$ cat src/rtl/gpio_bank_pkg.sv
package gpio_bank_pkg;
  localparam int PINS_PER_PORT  = 8;
  localparam int PORTS_PER_BANK = 4;

  typedef enum logic [2:0] {
    REG_CFG  = 3'd0,
    REG_OE   = 3'd1,
    REG_OUT  = 3'd2,
    REG_IN   = 3'd3,
    REG_NONE = 3'd7
  } reg_kind_e;

  // alias: [15:8] mask, [7:0] value; direct: whole byte
  function automatic logic [7:0] apply_wr(input logic [7:0] old_v,
                                          input logic [15:0] wd,
                                          input logic alias_wr);
    if (alias_wr) return (old_v & ~wd[15:8]) | (wd[7:0] & wd[15:8]);
    else          return wd[7:0];
  endfunction
endpackage

$ cat src/rtl/gpio_addr_dec.sv
module gpio_addr_dec
  import gpio_bank_pkg::*;
#(
  parameter int NUM_BANKS  = 2,
  parameter int ADDR_W     = 10,
  parameter int PORT_IDX_W = 3
) (
  input  logic [ADDR_W-1:0]     addr_i,
  output reg_kind_e             kind_o,
  output logic                  alias_o,
  output logic [PORT_IDX_W-1:0] port_o
);
  localparam int BANK_W = ADDR_W - 6;

  logic [BANK_W-1:0] bank;
  logic [2:0]        sel;
  logic [1:0]        port_in_bank;

  assign alias_o      = addr_i[ADDR_W-1];
  assign bank         = addr_i[ADDR_W-2:5];
  assign sel          = addr_i[4:2];
  assign port_in_bank = addr_i[1:0];
  assign port_o       = PORT_IDX_W'({bank, port_in_bank});

  always_comb begin
    kind_o = REG_NONE;
    if (32'(bank) < NUM_BANKS) begin
      unique case (sel)
        3'd0:    kind_o = REG_CFG;
        3'd1:    kind_o = REG_OE;
        3'd2:    kind_o = REG_OUT;
        3'd3:    kind_o = alias_o ? REG_NONE : REG_IN;
        default: kind_o = REG_NONE;
      endcase
    end
  end
endmodule

$ cat src/rtl/gpio_port_regs.sv
module gpio_port_regs
  import gpio_bank_pkg::*;
(
  input  logic        clk_i,
  input  logic        rst_ni,
  input  logic        wr_i,
  input  reg_kind_e   kind_i,
  input  logic        alias_i,
  input  logic [15:0] wdata_i,
  output logic [7:0]  cfg_o,
  output logic [7:0]  oe_o,
  output logic [7:0]  out_o
);
  logic [7:0] cfg_q, oe_q, out_q;

  always_ff @(posedge clk_i or negedge rst_ni) begin
    if (!rst_ni) begin
      cfg_q <= '0;
      oe_q  <= '0;
      out_q <= '0;
    end else if (wr_i) begin
      if (kind_i == REG_CFG) cfg_q <= apply_wr(cfg_q, wdata_i, alias_i);
      if (kind_i == REG_OE)  oe_q  <= apply_wr(oe_q,  wdata_i, alias_i);
      if (kind_i == REG_OUT) out_q <= apply_wr(out_q, wdata_i, alias_i);
    end
  end

  assign cfg_o = cfg_q;
  assign oe_o  = oe_q;
  assign out_o = out_q;

  AST_DIRECT_FULL: assert property (@(posedge clk_i) disable iff (!rst_ni)
    (wr_i && !alias_i && kind_i == REG_CFG) |=> cfg_q == $past(wdata_i[7:0]));
  AST_MASK_KEEP: assert property (@(posedge clk_i) disable iff (!rst_ni)
    (wr_i && alias_i && kind_i == REG_OUT) |=>
      ((out_q ^ $past(out_q)) & ~$past(wdata_i[15:8])) == 8'h00);
  AST_IDLE_STABLE: assert property (@(posedge clk_i) disable iff (!rst_ni)
    !wr_i |=> ($stable(cfg_q) && $stable(oe_q) && $stable(out_q)));
endmodule

$ cat src/rtl/gpio_in_sync.sv
module gpio_in_sync #(
  parameter int WIDTH = 64
) (
  input  logic             clk_i,
  input  logic             rst_ni,
  input  logic [WIDTH-1:0] d_i,
  output logic [WIDTH-1:0] q_o
);
  logic [WIDTH-1:0] s1_q, s2_q;
  logic [1:0]       age_q;

  always_ff @(posedge clk_i or negedge rst_ni) begin
    if (!rst_ni) begin
      s1_q  <= '0;
      s2_q  <= '0;
      age_q <= '0;
    end else begin
      s1_q <= d_i;
      s2_q <= s1_q;
      if (age_q != 2'd3) age_q <= age_q + 2'd1;
    end
  end

  assign q_o = s2_q;

  AST_SYNC_LAT: assert property (@(posedge clk_i) disable iff (!rst_ni)
    (age_q == 2'd3) |-> s2_q == $past(d_i, 2));
endmodule

$ cat src/rtl/gpio_mw_bank.sv
module gpio_mw_bank
  import gpio_bank_pkg::*;
#(
  parameter int NUM_BANKS = 2,
  parameter int ADDR_W    = 10
) (
  input  logic                  clk_i,
  input  logic                  rst_ni,
  input  logic                  wr_en_i,
  input  logic [ADDR_W-1:0]     addr_i,
  input  logic [15:0]           wdata_i,
  output logic [31:0]           rdata_o,
  output logic [NUM_BANKS*32-1:0] pad_out_o,
  output logic [NUM_BANKS*32-1:0] pad_oe_o,
  input  logic [NUM_BANKS*32-1:0] pad_in_i
);
  localparam int NUM_PORTS  = NUM_BANKS * PORTS_PER_BANK;
  localparam int NUM_PINS   = NUM_PORTS * PINS_PER_PORT;
  localparam int PORT_IDX_W = (NUM_PORTS > 1) ? $clog2(NUM_PORTS) : 1;

  reg_kind_e             kind;
  logic                  alias_wr;
  logic [PORT_IDX_W-1:0] pidx;
  logic [7:0]            cfg_a [NUM_PORTS];
  logic [7:0]            oe_a  [NUM_PORTS];
  logic [7:0]            out_a [NUM_PORTS];
  logic [NUM_PINS-1:0]   in_sync;

  gpio_addr_dec #(
    .NUM_BANKS (NUM_BANKS),
    .ADDR_W    (ADDR_W),
    .PORT_IDX_W(PORT_IDX_W)
  ) u_dec (
    .addr_i (addr_i),
    .kind_o (kind),
    .alias_o(alias_wr),
    .port_o (pidx)
  );

  for (genvar p = 0; p < NUM_PORTS; p++) begin : g_port
    logic port_wr;
    assign port_wr = wr_en_i && (kind != REG_NONE) && (32'(pidx) == p);

    gpio_port_regs u_regs (
      .clk_i  (clk_i),
      .rst_ni (rst_ni),
      .wr_i   (port_wr),
      .kind_i (kind),
      .alias_i(alias_wr),
      .wdata_i(wdata_i),
      .cfg_o  (cfg_a[p]),
      .oe_o   (oe_a[p]),
      .out_o  (out_a[p])
    );

    assign pad_out_o[p*8 +: 8] = out_a[p];
    assign pad_oe_o[p*8 +: 8]  = cfg_a[p] & oe_a[p];
  end

  gpio_in_sync #(.WIDTH(NUM_PINS)) u_sync (
    .clk_i (clk_i),
    .rst_ni(rst_ni),
    .d_i   (pad_in_i),
    .q_o   (in_sync)
  );

  always_comb begin
    rdata_o = '0;
    unique case (kind)
      REG_CFG: rdata_o[7:0] = cfg_a[pidx];
      REG_OE:  rdata_o[7:0] = oe_a[pidx];
      REG_OUT: rdata_o[7:0] = out_a[pidx];
      REG_IN:  rdata_o[7:0] = in_sync[pidx*8 +: 8];
      default: rdata_o = '0;
    endcase
  end
endmodule

$ cat config.mk
export PLATFORM = sky130hd
export DESIGN_NAME = gpio_mw_bank
export DESIGN_NICKNAME = d
export VERILOG_FILES = /design/src/rtl/gpio_bank_pkg.sv /design/src/rtl/gpio_addr_dec.sv /design/src/rtl/gpio_port_regs.sv /design/src/rtl/gpio_in_sync.sv /design/src/rtl/gpio_mw_bank.sv
export SDC_FILE = /design/constraint.sdc
export NUM_CORES = 1
export LEC_CHECK = 0
export ABC_AREA = 0
export BUFFER_PORTS_ARGS = -buffer_cell sky130_fd_sc_hd__buf_2
export CORE_MARGIN = 2
export CORE_UTILIZATION = 58
export CTS_BUF_LIST = sky130_fd_sc_hd__clkbuf_8
export CTS_CLUSTER_DIAMETER = 100
export CTS_CLUSTER_SIZE = 25
export DETAILED_ROUTE_END_ITERATION = 10
export GPL_ROUTABILITY_DRIVEN = 0
export GPL_TIMING_DRIVEN = 0
export MAX_ROUTING_LAYER = met4
export PLACE_DENSITY = 0.86
export SYNTH_ARGS = -nofsm -noshare
export SYNTH_HDL_FRONTEND = slang
export SYNTH_SLANG_ARGS = --single-unit
$ cat constraint.sdc
create_clock -name clk_i -period 5.1 [get_ports clk_i]
set_input_delay 1.53 -clock clk_i [delete_from_list [all_inputs] [get_ports clk_i]]
set_output_delay 1.53 -clock clk_i [all_outputs]
set_load 0.02 [all_outputs]
# After elaboration in Yosys (flattened, before gate mapping)

Cells that the tools add are included.

Bits in registers: 320
Latch bits: 0
Bits in writable memories: 0
Bits in read-only memories: 0
Input bits: 93
Output and inout port bits: 160
Memories: 0

Add/subtract/negate cells: 0
Multipliers: 0
Div/mod/pow operators: 0
$lt $le $gt $ge: 2
Eq/ne operators: 14
Shift operators: 1
Muxes and demuxes: 37
Bitwise logic cells: 59
Reduce and logical (&&, ||, !) cells: 36

Operators with widths:

| cell                                                     | count |
|---|---|
| AND 8 bit                                                | 33 |
| two-way mux 8 bit                                        | 30 |
| bitwise OR 8 bit                                         | 24 |
| binary-select mux 8 bit (select 3 bit)                   | 3 |
| indexed part select 64 x 7 -> 8 bit                      | 1 |
| AND reduction 2 bit                                      | 24 |
| case mux 8 bit (4 select lines)                          | 1 |
| == test 3 x 2 -> 1 bit, second input constant            | 6 |
| == test 3 bit, second input constant                     | 4 |
| case mux 3 bit (4 select lines)                          | 1 |
| == test 3 x 1 -> 1 bit, second input constant            | 3 |
| logical AND 1 bit                                        | 9 |
| zero test 3 bit                                          | 3 |
| inverter 8 bit                                           | 1 |
| two-way mux 3 bit                                        | 2 |
| greater-or-equal comparator 4 bit, second input constant | 1 |
| < comparator 4 x 2 -> 1 bit, second input constant       | 1 |
| inverter 3 -> 4 bit                                      | 1 |
| inequality test 3 bit, second input constant             | 1 |

# Depth between registers and ports, before layout

Gate-level depths: netlist of run 1.

Word-level depth: 7
Depth in mapped cells: 7
Depth with buffers taken out: 4

# By module

From an unflattened synthesis of run 1, not the netlist that was laid out.

Cells, all modules: 1076
Area total of the unflattened synthesis: 14745.4 sq um

By module, submodules not included:

| module         | instances | cells each | area an instance (sq um) | seq. area each (sq um) |
|---|---|---|---|---|
| gpio_port_regs | 8         | 85         | 1087.3                   | 600.6 |
| gpio_in_sync   | 1         | 128        | 3203.1                   | 3203.1 |
| gpio_mw_bank   | 1         | 259        | 2780.2                   | 0.0 |
| gpio_addr_dec  | 1         | 9          | 63.8                     | 0.0 |

# Worst setup path after synthesis of run 1

No wires, ideal clock.

Path kind: input-to-output
Start: in addr_i[8]
End: out rdata_o[1]
Arrival: 3341 ps
Path slack: 229 ps
Stages: 6
Path buffers: 2
Path through: or4_4 buf_6 buf_6 nor3b_1 nand3_1 a41oi_1

Word-level cells in the longest chain between the ends: 4

Ends and longest elaborated chain:

| element                                        | RTL line            | RTL |
|---|---|---|
| start: declaration                             | gpio_mw_bank.sv:10  | `input logic [ADDR_W-1:0] addr_i,` |
| < comparator 4 x 2 -> 1 bit (*)                | gpio_addr_dec.sv:27 | `if (32'(bank) < NUM_BANKS) begin` |
| two-way mux 3 bit (*)                          | gpio_addr_dec.sv:27 |  |
| == test 3 x 2 -> 1 bit (tied with other cells) | gpio_mw_bank.sv:69  | `unique case (kind)` |
| case mux 8 bit (4 select lines) (*)            | gpio_mw_bank.sv:69  |  |
| end: declaration                               | gpio_mw_bank.sv:12  | `output logic [31:0] rdata_o,` |

Mark *: on every way between the ends. The rest lies on a longest branch, timed or not.

# Worst setup path in the final report of run 1

Start: in addr_i[0]
End: out rdata_o[2]

Word-level cells in the longest chain between the ends: 5

Ends and longest elaborated chain:

| element                                                                     | RTL line |
|---|---|
| branches (longest 4 deep; another with indexed part select 64 x 7 -> 8 bit) | -- |
| case mux 8 bit (4 select lines) (*)                                         | gpio_mw_bank.sv:69 |

Mark *: on every way between the ends. The select of a mux whose other input is x is not followed.

==> qor.txt, run 1 <==
Syn-to-layout area delta: 15.3%
critical path class: in -> out
Peak Freq: 0.196 GHz
Register-to-Register Path Depth: 1
hold_buf cts: 0
synth top area cells: dfrtp_1 (54%), mux2_2 (12%), mux2i_1 (6.7%)
placed insts: 1740
drt total wl: 41.8 mm
fin nets: 1522
MaxCap Viol Count: 0
Num CTS Buffers: 16
# setup viols final: 0
clock sink count: 320
dpl cell area: 16700 um2
post-route clock period utilization: 100%
arrival time worst endpoint: 3570 ps
Starting Density: 59.2%
outcome: finished clean
startpoint types: primary input
Tmin final: 5100 ps
Yosys top cell area share: 53.7%
Clk Latency, worst-skew pair: 580 ps
routed len/inst: 23.7 um
post-synthesis cell count: 1157
IO Port Bufs: 226
Final Hold Vio Count: 0
DIE AREA: 27000 um2
RSZ-0062 raised after global routing: no
gr usage total: 32.1%
Worst EP required: 3570 ps
die width: 164 um
pre-CTS WS: -934 ps
fill count: 1831
via count: 10792
synth unique cells: 33
yosys warns: 0
Hold Slack: 347 ps
vias per cell: 6.13
HPWL after detailed placement: 29.9 mm
global-route wire length before repair: 62.3 mm
Pre-antenna DRT Iters: 5
Mapped Area: 14900 um2
crit-path max FO: 10
io pins: 253
Pwr Density: 243 nW/um2
share of cells above drive strength 1: 40.5%
Routed Antenna Nets: 0
clock root cell: clkbuf_8
Worst-path clk slew: 160 ps
hold depth: 0
Synth top cells by count: dfrtp_1 (320), mux2_2 (154), mux2i_1 (100), nand2_1 (70), and2_1 (66)
Post-Syn Area per Cell: 12.9 um2
ys async rst share: 100%
final worst slack: 0.768 ps
maximum clock path buffer count: 3
fin cells: 1761
remaining global-route overflow: 0
worst vdd ir: 0.299 mV
post-synthesis sequential area ratio: 53.7%
Yosys reg bits: 320
vias in the first global route: 10550
largest net degree at the start of global routing: 124
CORE AREA: 25200 um2
# DRC: 0
most numerous cell in the Yosys netlist: dfrtp_1
row count: 58
slew margin rel.: 26.2%
Leakage: 8.29 nW
fin. max-slew vios: 0
final instance area: 17200 um2
die height: 164 um
Final Skew: 26.0 ps
TritonCTS clock tree: done
Worst setup EP type: primary output
count of flip-flops with a built-in enable after synthesis: 0
initial antenna violation count: 0
Hold Crit Class: reg -> reg
htree depth: 1
Synth Flop Type: dfrtp_1
Yosys top cell by area: dfrtp_1
DRT iter0 DRCs: 1241
Slew @ Worst Pin: 1110 ps
[layer usage]
metal	track usage (%)	wire, um	part of all wire [%]	vias to the layer above
met2	47.5	18900	45	686
met5	-	0	0	-
met4	11.5	1560	3.7	0
met1	43.8	16400	39	5366
li1	-	-	-	4625
met3	7.35	4920	12	115
[metrics by stage]
| step | power (mW) | TNS (ps) | utilization, % |
|---|---|---|---|
| floorplan | 2.93 | 0 | - |
| global placement | 3.11 | -1017590 | 65.7 |
| detailed placement | 3.13 | -5910 | 66.4 |
| CTS | 4.17 | 0 | 68.0 |
| global route | 4.31 | 0 | 68.3 |
| finish | 4.18 | 0 | 68.3 |
[final cells by class]
| cell class | count | area [um2] | share of cell area [%] |
|---|---|---|---|
| flip-flops and latches | 320 | 8010 | 46.6 |
| plain buffers | 118 | 711 | 4.13 |
| multi-input cells | 738 | 6540 | 38.0 |
| repair buffers | 234 | 1270 | 7.38 |
| diodes | 1 | 2.50 | 0.0146 |
| clock inverters | 1 | 5.00 | 0.0291 |
| clock buffers | 18 | 248 | 1.44 |
| well taps | 330 | 413 | 2.40 |
| inverters | 1 | 3.75 | 0.0218 |
[where the power goes]
group | internal (mW) | switching (mW)
Combinational | 0.150 | 0.310
Clock | 0.322 | 0.750
Sequential | 2.61 | 0.0339
Total | 3.08 | 1.09
[kinds of logic (layout without fill, tap and decap cells)]
| logic type | Yosys count | in the layout | share of synthesized area [%] |
|---|---|---|---|
| other | 1 | 25 | 0.0251 |
| AND/OR/NAND/NOR | 338 | 338 | 14.4 |
| multiplexers | 308 | 308 | 23.6 |
| buffers and inverters | 122 | 372 | 4.44 |
| AO/OA/AOI/OAI | 68 | 68 | 3.86 |
| flip-flops | 320 | 320 | 53.7 |
[worst paths after layout]
kind / endpoint / from / slack (ps)
max in group asynchronous: asynchronous set/reset pin / rst_ni / 3100
min in group asynchronous: asynchronous set/reset pin / rst_ni / 970
hold reg to reg: u_sync.q_o[36]$_DFF_PN0_ / u_sync.s1_q[36]$_DFF_PN0_ / 350
hold / removal: u_sync.q_o[36]$_DFF_PN0_ / u_sync.s1_q[36]$_DFF_PN0_ / 350
setup / recovery: rdata_o[2] / addr_i[0] / 0.8
setup reg to reg: register / register / 4220
[critical path, cell delays in order]
cell,delay [ps]
buf_2,170
buf_4,260
nor2b_1,150
clkbuf_1,360
buf_2,380
a22oi_1,110
nand3_1,220
a41oi_2,170
buf_4,200
[layout by cell type, fill, tap and decap left out, drive strengths merged, types with 8 or more instances in the layout]
cell type / count
a22oi: 50
nor3: 101
conb: 24
buf: 294
nand3: 34
mux4: 16
dfrtp: 320
nand2: 70
a2111oi: 8
nand2b: 9
and2: 66
mux2i: 100
nor4: 31
nor2b: 12
mux2: 192
clkbuf: 76
[repair_timing]
action / in CTS / in global routing
resized for setup: 57 / 29
endpoints found under the hold margin: 0 / 0
pin swaps: 3 / 4
buffers inserted: 4 / 0
setup endpoints to repair: 8 / 8
No activity file was read; power rests on OpenSTA's default activity.
==> run 2, diff against run 1 <==
Settings changed: CORE_ASPECT_RATIO from default to 1.75, SETUP_SLACK_MARGIN from default to 0.02.
==> qor.txt, run 2 (synthesis results as in run 1) <==
routed len/inst: 23.9 um
most numerous cell on the critical path: buf_6
initial antenna violation count: 1
DIE AREA: 27100 um2
via count: 10785
IO Port Bufs: 226
maximum clock path buffer count: 3
commonest non-fill, non-tap cells in the layout: dfrtp_1 (320), buf_2 (227), mux2_2 (154)
MaxCap Viol Count: 1
max incr delay on CP: 550 ps
clock sink count: 320
fin nets: 1519
worst vdd ir: 0.289 mV
die width: 125 um
Leakage: 8.26 nW
hold_buf cts: 0
TritonCTS clock tree: done
drt total wl: 41.6 mm
DRT iter0 DRCs: 1032
Tmin final: 5090 ps
crit-path max FO: 10
htree depth: 1
Syn-to-layout area delta: 14.0%
clock root cell: clkbuf_8
CP Cell Sequence: buf_2 -> or4_4 -> buf_6 -> buf_6 -> nor3b_4 -> buf_6 -> nand3_1 -> a41oi_2 -> buf_2
Worst setup EP type: primary output
Peak Freq: 0.197 GHz
fin cells: 1744
Worst EP required: 3570 ps
Critical path buffers and inverters: 5
largest net degree at the start of global routing: 123
dpl cell area: 16600 um2
delay-heaviest family, CP: simple AND/OR/NAND/NOR gates
outcome: finished with violations
slew margin rel.: 1.51%
HPWL after detailed placement: 31.3 mm
Num CTS Buffers: 16
# DRC: 0
share of cells above drive strength 1: 39.8%
# setup viols final: 0
io pins: 253
failing checks: capacitance limit
global-route wire length before repair: 62.9 mm
Routed Antenna Nets: 0
reg-to-reg setup timing slack: 4250 ps
critical path class: in -> out
Slew @ Worst Pin: 1470 ps
final instance area: 17000 um2
Hold Crit Class: reg -> reg
vias per cell: 6.18
Final Skew: 14.1 ps
remaining global-route overflow: 0
Clk Latency, worst-skew pair: 570 ps
CORE AREA: 25200 um2
Pwr Density: 244 nW/um2
startpoint types: primary input
Starting Density: 59.1%
Final Hold Vio Count: 0
Pre-antenna DRT Iters: 5
gr usage total: 31.2%
CP max stage cell: or4_4
most common cell after layout, fill and taps aside: dfrtp_1
fin. max-slew vios: 0
RSZ-0062 raised after global routing: no
row count: 77
vias in the first global route: 11069
die height: 216 um
arrival time worst endpoint: 3560 ps
post-route clock period utilization: 99.8%
Worst-path clk slew: 140 ps
placed insts: 1724
-- run 2: cell types whose count changed in the layout (fill, tap and decap cells not counted), moves of 3 or more --
cell / before / now
nand3_2: 4 / 0
a2111oi_2: 0 / 8
clkbuf_2: 5 / 8
buf_4: 34 / 29
a2111oi_4: 8 / 0
nand3_1: 30 / 34
-- run 2: report_power, final --
group	internal, mW	switching (mW)	total (mW)
sequential	2.61	0.0330	2.64
clock	0.307	0.740	1.05
combinational	0.148	0.300	0.448
total	3.07	1.07	4.14
-- run 2: per-layer routing --
metal / part of all wire (%) / wire length [um] / vias up / track usage [%]
met5: 0 / 0 / - / -
met4: 7.2 / 3000 / 0 / 19.8
met3: 7.6 / 3180 / 198 / 5.55
met2: 50 / 20900 / 626 / 51.5
met1: 35 / 14600 / 5352 / 35.1
li1: - / - / 4609 / -
-- run 2: what timing repair did --
item | in CTS | in global routing
buffers inserted | 1 | 1
pin swaps | 1 | 4
setup endpoints to repair | 8 | 8
gates resized for setup | 54 | 17
-- run 2: worst paths after layout --
path / from / end / depth (start not counted)
max: addr_i[8] / rdata_o[0] / 9
max reg2reg: register / register / 1
min reg2reg: u_sync.s1_q[51]$_DFF_PN0_ / u_sync.q_o[51]$_DFF_PN0_ / 0
max in group asynchronous: rst_ni / u_sync.q_o[56]$_DFF_PN0_ / 2
min in group asynchronous: rst_ni / asynchronous set/reset pin / 1
min: u_sync.s1_q[51]$_DFF_PN0_ / u_sync.q_o[51]$_DFF_PN0_ / 0
-- run 2: final cells by class --
type                    count  area [um2]
clock inverters             1        7.51
repair buffers            230        1230
flip-flops and latches    320        8010
diodes                      2        5.00
well taps                 316         395
multi-input cells         738        6390
fillers                  1871        8250
plain buffers             119         717
clock buffers              17         234
inverters                   1        3.75
-- run 2: per-stage QoR --
step	power [mW]	utilization, %	setup WS, ps	hold slack, ps	TNS (ps)
floorplan	2.93	-	229	331	0
global placement	3.11	65.5	-3140	332	-997900
detailed placement	3.13	65.7	-815	335	-5360
CTS	4.15	67.2	10.7	347	0
global route	4.28	67.3	36.0	365	0
finish	4.14	67.3	11.7	346	0
==> run 3, diff against run 2 <==
Settings changed: CORE_UTILIZATION 58 to 63, PLACE_DENSITY 0.86 to 0.92.
Clock period 5.1 ns to 6.3 ns, I/O delays scaled along.
==> qor.txt, run 3 (synthesis results as in run 1) <==
DIE AREA: 25000 um2
initial antenna violation count: 2
arrival time worst endpoint: 4430 ps
most common cell after layout, fill and taps aside: dfrtp_1
Pwr Density: 199 nW/um2
htree depth: 1
Register-to-Register Path Depth: 1
worst vdd ir: 0.229 mV
slew margin rel.: 11.1%
Post CTS Setup Buffer Count: 0
share of cells above drive strength 1: 38.8%
fin cells: 1733
via count: 10985
IO Port Bufs: 226
Tmin final: 6320 ps
hold_buf cts: 0
Num CTS Buffers: 16
final worst slack: -24.5 ps
critical path class: in -> out
TritonCTS clock tree: done
vias in the first global route: 11111
fin. max-slew vios: 0
drt total wl: 41.7 mm
die width: 120 um
Clk Latency, worst-skew pair: 570 ps
largest net degree at the start of global routing: 138
die height: 208 um
Peak Freq: 0.158 GHz
final instance area: 16900 um2
Hold Crit Class: reg -> reg
clock sink count: 320
CP Cell Sequence: buf_2 -> or4_4 -> buf_6 -> buf_6 -> nor3b_2 -> nand3_1 -> a41oi_1 -> buf_2
post-route clock period utilization: 100%
gr usage total: 34.5%
hold depth: 0
io pins: 253
Worst setup EP type: primary output
RSZ-0062 raised after global routing: yes
final core occ: 72.4%
WHS Endpoint: u_sync.q_o[41]$_DFF_PN0_
Critical path buffers and inverters: 4
# setup viols final: 1
Worst-path clk slew: 140 ps
Pre-antenna DRT Iters: 5
row count: 74
Slew @ Worst Pin: 1330 ps
reg-to-reg setup timing slack: 5440 ps
# DRC: 0
clock root cell: clkbuf_8
CORE AREA: 23300 um2
delay-heaviest family, CP: simple AND/OR/NAND/NOR gates
failing checks: setup timing
max incr delay on CP: 560 ps
Routed Antenna Nets: 0
Power Total: 3.35 mW
Leakage: 8.22 nW
MaxCap Viol Count: 0
Final Hold Vio Count: 0
commonest non-fill, non-tap cells in the layout: dfrtp_1 (320), buf_2 (229), mux2_2 (154)
Final Skew: 17.1 ps
HPWL after detailed placement: 30.9 mm
Setup TNS Final: -24.5 ps
Worst EP required: 4410 ps
vias per cell: 6.34
Syn-to-layout area delta: 13.2%
routed len/inst: 24.1 um
crit-path max FO: 10
fin nets: 1519
global-route wire length before repair: 63.4 mm
startpoint types: primary input
dpl cell area: 16600 um2
CP max stage cell: nor3b_2
outcome: finished with violations
DRT iter0 DRCs: 1252
placed insts: 1712
maximum clock path buffer count: 3
remaining global-route overflow: 0
Starting Density: 63.9%
hold path startpoint: u_sync.s1_q[41]$_DFF_PN0_
run 3: cell types whose count changed in the layout (fill, tap and decap cells not counted), moves of 2 or more:
cell / before / now
a41oi_1: 2 / 6
a41oi_2: 4 / 0
buf_2: 227 / 229
buf_4: 29 / 25
buf_6: 16 / 14
clkbuf_1: 40 / 46
clkbuf_2: 8 / 14
clkbuf_4: 11 / 0
clkdlybuf4s15_2: 0 / 2
run 3: per-layer routing:
layer | share of wire (%) | track usage, % | wire [um] | up-vias
met3 | 8.5 | 5.44 | 3520 | 238
met2 | 50 | 56.2 | 20900 | 768
li1 | - | - | - | 4618
met5 | 0 | - | 0 | -
met1 | 34 | 39.4 | 14200 | 5361
met4 | 7.4 | 22.1 | 3100 | 0
run 3: how the worst max path moves through the flow:
stage,start,end,slack [ps],cells past startpoint
global route,addr_i[1],rdata_o[3],20,8
detailed placement,addr_i[0],rdata_o[2],-280,8
global placement,rst_ni,asynchronous set/reset pin,-2250,1
finish,addr_i[8],rdata_o[2],-20,8
floorplan,addr_i[8],rdata_o[1],710,6
CTS,addr_i[1],rdata_o[3],30,8
run 3: timing repair:
item / 4_1_cts / 5_1_grt
cloned: 0 / 0
resized for setup: 17 / 13
endpoints found under the setup margin: 6 / 6
run 3: report_power, final:
| part | switching, mW | internal (mW) |
|---|---|---|
| logic | 0.243 | 0.117 |
| clock network | 0.605 | 0.249 |
| registers | 0.0279 | 2.11 |
run 3: stage by stage:
step / hold slack, ps / worst slack, ps
after global routing: 351 / 20.4
after floorplan: 331 / 709
after CTS: 340 / 27.1
after detailed placement: 335 / -279
final: 341 / -24.5
after global placement: 332 / -2250
run 3: final cells by class:
| type | instances | area (um2) |
|---|---|---|
| tap | 304 | 380 |
| sequential | 320 | 8010 |
| multi-input combinational | 738 | 6350 |
| clock buffer | 17 | 234 |
| clock inverter | 1 | 7.51 |
| antenna | 3 | 7.51 |
| inverter | 1 | 3.75 |
| timing repair buffer | 228 | 1200 |
| fill | 1567 | 6450 |
| buffer | 121 | 697 |
